===== src/rtl/adc_seq.sv =====
module adc_seq #(
  parameter int SETUP_CYC   = 2,
  parameter int PULSE_CYC   = 3,
  parameter int SETTLE_CYC  = 2,
  parameter int TIMEOUT_CYC = 200
) (
  input  logic       clk,
  input  logic       rst_n,
  input  logic       start_i,
  input  logic [2:0] chan_i,
  output logic       busy_o,
  output logic [2:0] addr_o,
  output logic       latch_o,
  output logic       convst_o,
  output logic       oe_o,
  input  logic       eoc_i,
  input  logic [7:0] data_i,
  output logic [7:0] result_o,
  output logic [2:0] result_chan_o,
  output logic       valid_o,
  output logic       timeout_o
);
  localparam int MAXC = (SETUP_CYC > PULSE_CYC) ?
                        ((SETUP_CYC > SETTLE_CYC) ? SETUP_CYC : SETTLE_CYC) :
                        ((PULSE_CYC > SETTLE_CYC) ? PULSE_CYC : SETTLE_CYC);
  localparam int CW = $clog2(MAXC) + 1;
  localparam int TW = $clog2(TIMEOUT_CYC) + 1;

  typedef enum logic [2:0] {
    S_IDLE, S_SETUP, S_LATCH, S_START, S_FALL, S_RISE, S_READ
  } state_t;

  state_t        state;
  logic [CW-1:0] cnt;
  logic [TW-1:0] tcnt;
  logic          eoc_s1, eoc_s2;
  logic          cnt_done, tmo_hit;

  assign cnt_done = (cnt == '0);
  assign tmo_hit  = (tcnt == TW'(TIMEOUT_CYC - 1));
  assign busy_o   = (state != S_IDLE);
  assign latch_o  = (state == S_LATCH);
  assign convst_o = (state == S_START);
  assign oe_o     = (state == S_READ);

  always_ff @(posedge clk) begin
    if (!rst_n) begin
      eoc_s1 <= 1'b1;
      eoc_s2 <= 1'b1;
    end else begin
      eoc_s1 <= eoc_i;
      eoc_s2 <= eoc_s1;
    end
  end

  always_ff @(posedge clk) begin
    if (!rst_n) begin
      state         <= S_IDLE;
      cnt           <= '0;
      tcnt          <= '0;
      addr_o        <= '0;
      result_o      <= '0;
      result_chan_o <= '0;
      valid_o       <= 1'b0;
      timeout_o     <= 1'b0;
    end else begin
      valid_o <= 1'b0;
      case (state)
        S_IDLE:
          if (start_i) begin
            state     <= S_SETUP;
            addr_o    <= chan_i;
            cnt       <= CW'(SETUP_CYC - 1);
            timeout_o <= 1'b0;
          end
        S_SETUP:
          if (cnt_done) begin
            state <= S_LATCH;
            cnt   <= CW'(PULSE_CYC - 1);
          end else cnt <= cnt - 1'b1;
        S_LATCH:
          if (cnt_done) begin
            state <= S_START;
            cnt   <= CW'(PULSE_CYC - 1);
          end else cnt <= cnt - 1'b1;
        S_START:
          if (cnt_done) begin
            state <= S_FALL;
            tcnt  <= '0;
          end else cnt <= cnt - 1'b1;
        S_FALL, S_RISE:
          if (tmo_hit) begin
            state     <= S_IDLE;
            timeout_o <= 1'b1;
          end else begin
            tcnt <= tcnt + 1'b1;
            if (state == S_FALL && !eoc_s2) state <= S_RISE;
            if (state == S_RISE && eoc_s2) begin
              state <= S_READ;
              cnt   <= CW'(SETTLE_CYC - 1);
            end
          end
        S_READ:
          if (cnt_done) begin
            state         <= S_IDLE;
            result_o      <= data_i;
            result_chan_o <= addr_o;
            valid_o       <= 1'b1;
          end else cnt <= cnt - 1'b1;
        default: state <= S_IDLE;
      endcase
    end
  end

  assert_ctrl_onehot_R11: assert property (@(posedge clk) disable iff (!rst_n)
    $onehot0({latch_o, convst_o, oe_o}));

  assert_valid_pulse_R7: assert property (@(posedge clk) disable iff (!rst_n)
    valid_o |=> !valid_o);

  assert_valid_not_busy_R8: assert property (@(posedge clk) disable iff (!rst_n)
    valid_o |-> !busy_o);

  assert_addr_stable_R2: assert property (@(posedge clk) disable iff (!rst_n)
    (busy_o && $past(busy_o)) |-> $stable(addr_o));

  assert_oe_after_eoc_R5: assert property (@(posedge clk) disable iff (!rst_n)
    $rose(oe_o) |-> eoc_s2);

  assert_start_after_latch_R4: assert property (@(posedge clk) disable iff (!rst_n)
    $rose(convst_o) |-> $fell(latch_o));

  assert_timeout_idle_R9: assert property (@(posedge clk) disable iff (!rst_n)
    $rose(timeout_o) |-> (!busy_o && !latch_o && !convst_o && !oe_o));
endmodule


===== config.mk =====
export PLATFORM = sky130hd
export DESIGN_NAME = adc_seq
export DESIGN_NICKNAME = d
export VERILOG_FILES = /design/src/rtl/adc_seq.sv
export SDC_FILE = /design/constraint.sdc
export NUM_CORES = 1
export LEC_CHECK = 0
export BUFFER_PORTS_ARGS = -buffer_cell sky130_fd_sc_hd__buf_4
export CORE_MARGIN = 2
export CORE_UTILIZATION = 57
export CTS_CLUSTER_DIAMETER = 40
export DETAILED_ROUTE_END_ITERATION = 8
export HOLD_SLACK_MARGIN = 0.1
export PLACE_DENSITY = 0.88
export SYNTH_ARGS = -nofsm -noshare
export SYNTH_HDL_FRONTEND = slang
export SYNTH_SLANG_ARGS = --single-unit

===== constraint.sdc =====
create_clock -name clk -period 3.8 [get_ports clk]
set_input_delay 0.57 -clock clk [delete_from_list [all_inputs] [get_ports clk]]
set_output_delay 0.57 -clock clk [all_outputs]
set_load 0.005 [all_outputs]

==> results of run 1 <==
critical path, delay by kind of cell (launching register included):
kind          cells  cell delay [ns]
buf+inv           1             0.11
flops             1             0.54
simple gates      2             0.44
cells by family (layout without fill, tap and decap cells):
| logic type | Yosys count | count (layout) | synth area share |
|---|---|---|---|
| xor+xnor | 8 | 8 | 0.0450 |
| simple gates | 86 | 86 | 0.281 |
| compound gates | 38 | 38 | 0.170 |
| fa+ha+maj | 3 | 3 | 0.0241 |
| buf+inv | 12 | 45 | 0.0297 |
| flops | 33 | 33 | 0.424 |
| mux | 4 | 4 | 0.0257 |
layer usage:
layer,vias up,GRT usage,share of wire
met4,0,0.122,0.023
met5,-,0,0
li1,700,-,-
met2,38,0.398,0.51
met3,8,0.0553,0.050
met1,645,0.272,0.42
worst max-delay path by stage:
stage	endpoint	startpoint	depth (start not counted)
after floorplan	cnt[0]$_SDFFE_PN0P_	tcnt[3]$_SDFFE_PN0P_	4
after global routing	oe_o	state[1]$_SDFFE_PN0P_	3
after detailed placement	tcnt[1]$_SDFFE_PN0P_	state[2]$_SDFFE_PN0P_	4
after CTS	oe_o	state[1]$_SDFFE_PN0P_	3
final	oe_o	state[1]$_SDFFE_PN0P_	3
after global placement	result_o[6]$_SDFFE_PN0P_	cnt[0]$_SDFFE_PN0P_	6
stage by stage:
step | util | setup WS (ns)
6_report | 0.740 | 1.80
5_1_grt | 0.740 | 1.65
4_1_cts | 0.740 | 1.78
3_5_place_dp | 0.720 | 2.01
3_3_place_gp | 0.720 | 2.12
2_1_floorplan | - | 2.21
final cells by class:
type                            count  share of cell area
Inverter                            3             0.00603
Sequential cell                    33               0.354
Timing Repair Buffer               34               0.137
Clock buffer                        6              0.0221
Clock inverter                      2             0.00536
Multi-Input combinational cell    139               0.456
Tap cell                           30              0.0201
registers in the layout (all words and copies together) (netlist names):
name	flops
state	3
addr_o	3
tcnt	9
timeout_o	1
valid_o	1
eoc_s1	1
eoc_s2	1
result_o	8
cnt	3
result_chan_o	3
Yosys cell counts:
| cell | instances |
|---|---|
| nand3b_1 | 1 |
| xnor2_1 | 1 |
| o21ai_0 | 6 |
| and4b_2 | 1 |
| inv_1 | 3 |
| nand4_1 | 6 |
| and3_1 | 3 |
| xor2_1 | 7 |
| or4_4 | 1 |
| or3_1 | 1 |
| nor4_1 | 2 |
| o211ai_1 | 3 |
| or3b_2 | 1 |
| a21oi_1 | 5 |
| and2_1 | 3 |
| mux2i_1 | 4 |
| a21boi_0 | 15 |
| nor2b_1 | 7 |
| buf_2 | 1 |
| nor2_1 | 17 |
| o311a_1 | 1 |
| o21bai_1 | 1 |
| nand3_1 | 3 |
| clkbuf_1 | 8 |
| nand2b_1 | 5 |
| dfxtp_1 | 33 |
| ha_1 | 3 |
| a31oi_1 | 2 |
| o31a_1 | 1 |
| nor4b_1 | 1 |
| nor3b_1 | 2 |
| o32ai_1 | 1 |
| nand2_1 | 30 |
| or2_2 | 1 |
| and4_1 | 1 |
| o21a_1 | 1 |
| o211a_1 | 2 |
power by group:
part | switching (W) | internal, W
clock network | 0.000120 | 0.0000703
registers | 0.0000443 | 0.000376
logic | 0.000159 | 0.000147
total | 0.000323 | 0.000593
==> results.sh, run 1 <==
export IMPL_slew_violations=0
export IMPL_routed_via_density=5.63
export IMPL_overflow=0
export IMPL_cts_tree="yes"
export IMPL_clock_sinks=33
export IMPL_synth_area_leaders="dfxtp_1 42%, a21boi_0 7.2%, nand2_1 7.2%"
export IMPL_clock_latency_ns=0.34
export IMPL_ctsHoldBuffers=0
export IMPL_rsz0062_at_grt="false"
export IMPL_port_buffer_count=34
export IMPL_layout_commonest_cell="buf_4"
export IMPL_tns_ns=0
export IMPL_fmax_ghz=0.499
export IMPL_dpl_instance_area_sq_um=1820
export IMPL_dp_cells=239
export IMPL_yosys_warnings=0
export IMPL_synth_area_leader_cell="dfxtp_1"
export IMPL_path_clk_slew_ns=0.10
export IMPL_run_status="finished clean"
export IMPL_cap_violations=0
export IMPL_hold_viol=0
export IMPL_ant_nets=0
export IMPL_max_slew_margin=0.649
export IMPL_cts_root_buffer="clkbuf_4"
export IMPL_dpl_hpwl_mm=2.47
export IMPL_fp_dieW_microns=56.3
export IMPL_critPathLaunchType="flop"
export IMPL_core_area_sq_um=2520
export IMPL_p_leak_nw=0.766
export IMPL_syn_nets=202
export IMPL_reg2reg_to="result_o[2]$_SDFFE_PN0P_"
export IMPL_holdCritPathClass="input port to flop"
export IMPL_num_rows=18
export IMPL_antenna_found_initial=0
export IMPL_yosys_area_top_type_share=0.424
export IMPL_gp_congestion=0.855
export IMPL_fillerInstances=195
export IMPL_areaGrowthSynthToFinish_pct=19.8
export IMPL_regArea_sq_um=661
export IMPL_cts_resized=0
export IMPL_synthCells=184
export IMPL_skew_ns=0.00374
export IMPL_holdWs_ns=0.422
export IMPL_power_density_nw_per_um2=491
export IMPL_multi_input_comb_area_sq_um=851
export IMPL_grt_max_degree=30
export IMPL_ys_seq_area_frac=0.424
export IMPL_insertedDiodeCount=0
export IMPL_syn_avg_cell_area_sq_um=8.47
export IMPL_start_util=0.618
export IMPL_slowest_stage="dfxtp_1"
export IMPL_first_pass_iters=4
export IMPL_cts_setup_buffers=0
export IMPL_worstMarginPinSlew_ns=0.521
export IMPL_critPathCaptureType="output pin"
export IMPL_cts_buffer_depth=2
export IMPL_drive_gt1_frac=0.207
export IMPL_boundaryPins=35
export IMPL_die_area_sq_um=3170
export IMPL_final_cell_mix="34 x buf_4, 33 x dfxtp_1, 30 x nand2_1"
export IMPL_crit_path_max_incr_delay_ns=0.54
export IMPL_synth_cell_types=37
export IMPL_rr_startpoint="cnt[0]$_SDFFE_PN0P_"
export IMPL_fin_crit_sh=0.527
export IMPL_grt_pass1_vias=1329
export IMPL_synth_seq_cells=33
export IMPL_min_path_cells=2
export IMPL_setup_viol=0
export IMPL_finalPower_w=0.000916
export IMPL_drc=0
export IMPL_die_y_microns=56.3
export IMPL_grt_pass1_wl_mm=5.74
export IMPL_cp_required_ns=3.23
export IMPL_cts_max_level=2
export IMPL_syn_area_sq_um=1560
export IMPL_critPathKind="flop to output pin"
export IMPL_cts_buffers=5
export IMPL_vdd_ir_drop_worst_uv=398
export IMPL_layout_cells_non_filler=247
export IMPL_drt_iter0_drc=82
export IMPL_arrival_ns=1.43
export IMPL_hold_start="eoc_i"
export IMPL_worstPathCellList="nor2b_1 > and2_1 > buf_4"
export IMPL_final_min_clock_period_ns=2.00
export IMPL_holdPathEnd="eoc_s1$_SDFF_PN1_"
export IMPL_r2r_worst_path_cells=6
export IMPL_wl_per_cell_microns=13.6
export IMPL_crit_fanout=12
export IMPL_track_usage=0.234
export IMPL_layout_nets=234
export IMPL_vias=1391
export IMPL_wl_mm=3.37
export IMPL_final_area_sq_um=1870
export IMPL_regToRegSetupSlack_ns=1.99
No activity file was read; power rests on OpenSTA's default activity.
==> inputs of run 2 (changes only) <==
ABC_AREA = 1   (was default)
CORE_UTILIZATION = 53   (was 57)
PLACE_DENSITY = 0.83   (was 0.88)
clock period = 2 ns   (was 3.8 ns; I/O delays follow)
==> run 2 against run 1 <==
Total power grew 140%. Hold slack lost 0.29 ns. Utilization shrank 7.7 points. Wire length grew 4.3%. Combinational power grew to 2.7 times the previous value. Area after synthesis grew 4.3%. Final cell count grew 27%. Critical path type is now flop to flop. Largest cell class unchanged. Largest power group unchanged. Highest routed layer unchanged.
==> results.sh, run 2 <==
export IMPL_run_status="finished clean"
export IMPL_ys_seq_area_frac=0.406
export IMPL_layout_commonest_cell="nand2_1"
export IMPL_fp_dieW_microns=59.4
export IMPL_die_y_microns=59.4
export IMPL_syn_avg_cell_area_sq_um=6.72
export IMPL_tns_ns=0
export IMPL_overflow=0
export IMPL_setup_ws_ns=0.412
export IMPL_path_clk_slew_ns=0.11
export IMPL_synth_edf_count=0
export IMPL_skew_ns=0.00652
export IMPL_final_cell_mix="55 x nand2_1, 46 x nor2_1, 35 x buf_4"
export IMPL_cts_tree="yes"
export IMPL_gp_congestion=0.883
export IMPL_cts_setup_buffers=0
export IMPL_regArea_sq_um=661
export IMPL_largest_reg_flops=9
export IMPL_p_int_w=0.00133
export IMPL_wl_mm=3.52
export IMPL_routed_via_density=5.20
export IMPL_areaGrowthSynthToFinish_pct=21.6
export IMPL_synth_seq_cells=33
export IMPL_cts_buffer_depth=2
export IMPL_multi_input_comb_area_sq_um=811
export IMPL_synth_cell_types=25
export IMPL_setup_viol=0
export IMPL_crit_path_max_incr_delay_ns=0.33
export IMPL_cap_violations=0
export IMPL_synthCells=242
export IMPL_crit_path_frequent_cell="inv_1"
export IMPL_cp_top_family="simple AND/OR/NAND/NOR gates"
export IMPL_yosys_warnings=0
export IMPL_synth_area_leaders="dfxtp_1 41%, nand2_1 13%, nor2_1 11%"
export IMPL_pwr_share_clk=0.241
export IMPL_async_flop_share=0
export IMPL_final_min_clock_period_ns=1.59
export IMPL_slew_violations=0
export IMPL_hold_viol=0
export IMPL_p_leak_nw=0.977
export IMPL_critPathCaptureType="flop"
export IMPL_drt_iter0_drc=77
export IMPL_utilization=0.663
export IMPL_max_slew_margin=0.767
export IMPL_critPathKind="flop to flop"
export IMPL_critPathLaunchType="flop"
export IMPL_fin_crit_sh=0.794
export IMPL_cts_resized=0
export IMPL_comb_power_share=0.377
export IMPL_die_area_sq_um=3530
export IMPL_p_seq_frac=0.382
export IMPL_worstPathCellList="inv_1 > ha_1 > inv_1 > nor2_2 > inv_1 > nor2_1 > buf_4 > o21ai_0 > nor2_1"
export IMPL_fmax_ghz=0.630
export IMPL_boundaryPins=35
export IMPL_clock_sinks=33
export IMPL_pre_cts_ws_ns=0.453
export IMPL_track_usage=0.232
export IMPL_netSwitchingFraction=0.388
export IMPL_dpl_hpwl_mm=2.57
export IMPL_vias=1629
export IMPL_rsz0062_at_grt="false"
export IMPL_rr_startpoint="cnt[0]$_SDFFE_PN0P_"
export IMPL_largest_register="tcnt"
export IMPL_p_sw_w=0.000843
export IMPL_regToRegSetupSlack_ns=0.41
export IMPL_first_pass_iters=4
export IMPL_arrival_ns=1.87
export IMPL_synth_area_leader_cell="dfxtp_1"
export IMPL_clock_latency_ns=0.35
export IMPL_fillerInstances=252
export IMPL_cts_buffers=5
export IMPL_syn_area_sq_um=1630
export IMPL_start_util=0.546
export IMPL_worstMarginPinSlew_ns=0.347
export IMPL_cts_root_buffer="clkbuf_4"
export IMPL_layout_cells_non_filler=313
export IMPL_path_buf_inv=4
export IMPL_insertedDiodeCount=0
export IMPL_wl_per_cell_microns=11.2
export IMPL_grt_pass1_vias=1449
export IMPL_top_regs="tcnt x9, result_o x8"
export IMPL_drc=0
export IMPL_power_density_nw_per_um2=1100
export IMPL_syn_nets=260
export IMPL_synth_common_cells="55 x nand2_1, 46 x nor2_1, 33 x dfxtp_1, 28 x inv_1, 23 x o21ai_0"
export IMPL_crit_fanout=12
export IMPL_port_buffer_count=34
export IMPL_cp_startpoint="cnt[0]$_SDFFE_PN0P_"
export IMPL_cp_required_ns=2.28
export IMPL_core_area_sq_um=2980
export IMPL_cts_max_level=2
export IMPL_slowest_stage="dfxtp_1"
export IMPL_grt_pass1_wl_mm=6.19
export IMPL_yosys_area_top_type_share=0.406
export IMPL_post_synth_top_count_cell="nand2_1"
export IMPL_dp_cells=305
export IMPL_holdCritPathClass="input port to flop"
export IMPL_ant_nets=0
export IMPL_grt_max_degree=20
export IMPL_antenna_found_initial=0
export IMPL_synthFlopType="dfxtp_1"
export IMPL_hold_start="eoc_i"
export IMPL_drive_gt1_frac=0.200
export IMPL_ctsHoldBuffers=0
export IMPL_layout_nets=297
export IMPL_vdd_ir_drop_worst_uv=627
export IMPL_num_rows=20
==> run 2: changes by cell type after synthesis, moves of 8 or more <==
cell | before | now
a21oi_1 | 5 | 13
a21boi_0 | 15 | 0
nand2_1 | 30 | 55
nor2_1 | 17 | 46
inv_1 | 3 | 28
o21ai_0 | 6 | 23
==> run 2: layout make-up <==
type,instances,area share
Multi-Input combinational cell,173,0.410
Timing Repair Buffer,35,0.133
Inverter,31,0.0589
Clock inverter,3,0.0234
Clock buffer,5,0.0190
Sequential cell,33,0.334
Tap cell,33,0.0209
==> run 2: worst register-to-register path: stages (launching register included) <==
cell and delay, ns:
dfxtp_1 0.33, inv_1 0.10, ha_1 0.16, inv_1 0.04, nor2_2 0.15, inv_1 0.11
nor2_1 0.21, buf_4 0.21, o21ai_0 0.11, nor2_1 0.11
==> run 2: path summary, 6_finish.rpt <==
path	end	cells after the start
max reg2reg	result_o[7]$_SDFFE_PN0P_	9
min	eoc_s1$_SDFF_PN1_	2
max	result_o[7]$_SDFFE_PN0P_	9
min reg2reg	eoc_s2$_SDFF_PN1_	1
==> run 2: kinds of logic (layout without fill, tap and decap cells) <==
logic type	count (synthesis)	in the layout	share of synthesized area
AOI/OAI and AO/OA	38	38	0.121
xor gates and xnor gates	1	1	0.00539
adders and majority gates	3	3	0.0231
buffers and inverters	36	74	0.0947
DFF	33	33	0.406
and+or+nand+nor	131	131	0.350
==> run 2: through the flow <==
stage               hold slack (ns)  instance area [sq um]  total power (W)
floorplan                     0.393                   1630          0.00146
finish                        0.130                   1980          0.00217
global placement              0.394                   1890          0.00165
detailed placement            0.412                   1890          0.00166
CTS                           0.114                   1980          0.00219
global route                  0.106                   1980          0.00236
==> run 2: layer usage <==
layer,global-route usage,part of all wire,up-vias
li1,-,-,840
met1,0.301,0.45,729
met2,0.353,0.46,54
met3,0.0633,0.067,6
met4,0.114,0.015,0
met5,0,0,-
==> run 2: power by group through the flow <==
stage | Clock (W) | Combinational, W | Sequential [W]
3_3_place_gp | 0 | 0.000808 | 0.000843
5_1_grt | 0.000559 | 0.000958 | 0.000848
6_report | 0.000523 | 0.000820 | 0.000830
4_1_cts | 0.000535 | 0.000823 | 0.000831
3_5_place_dp | 0 | 0.000819 | 0.000845
2_1_floorplan | 0 | 0.000634 | 0.000822
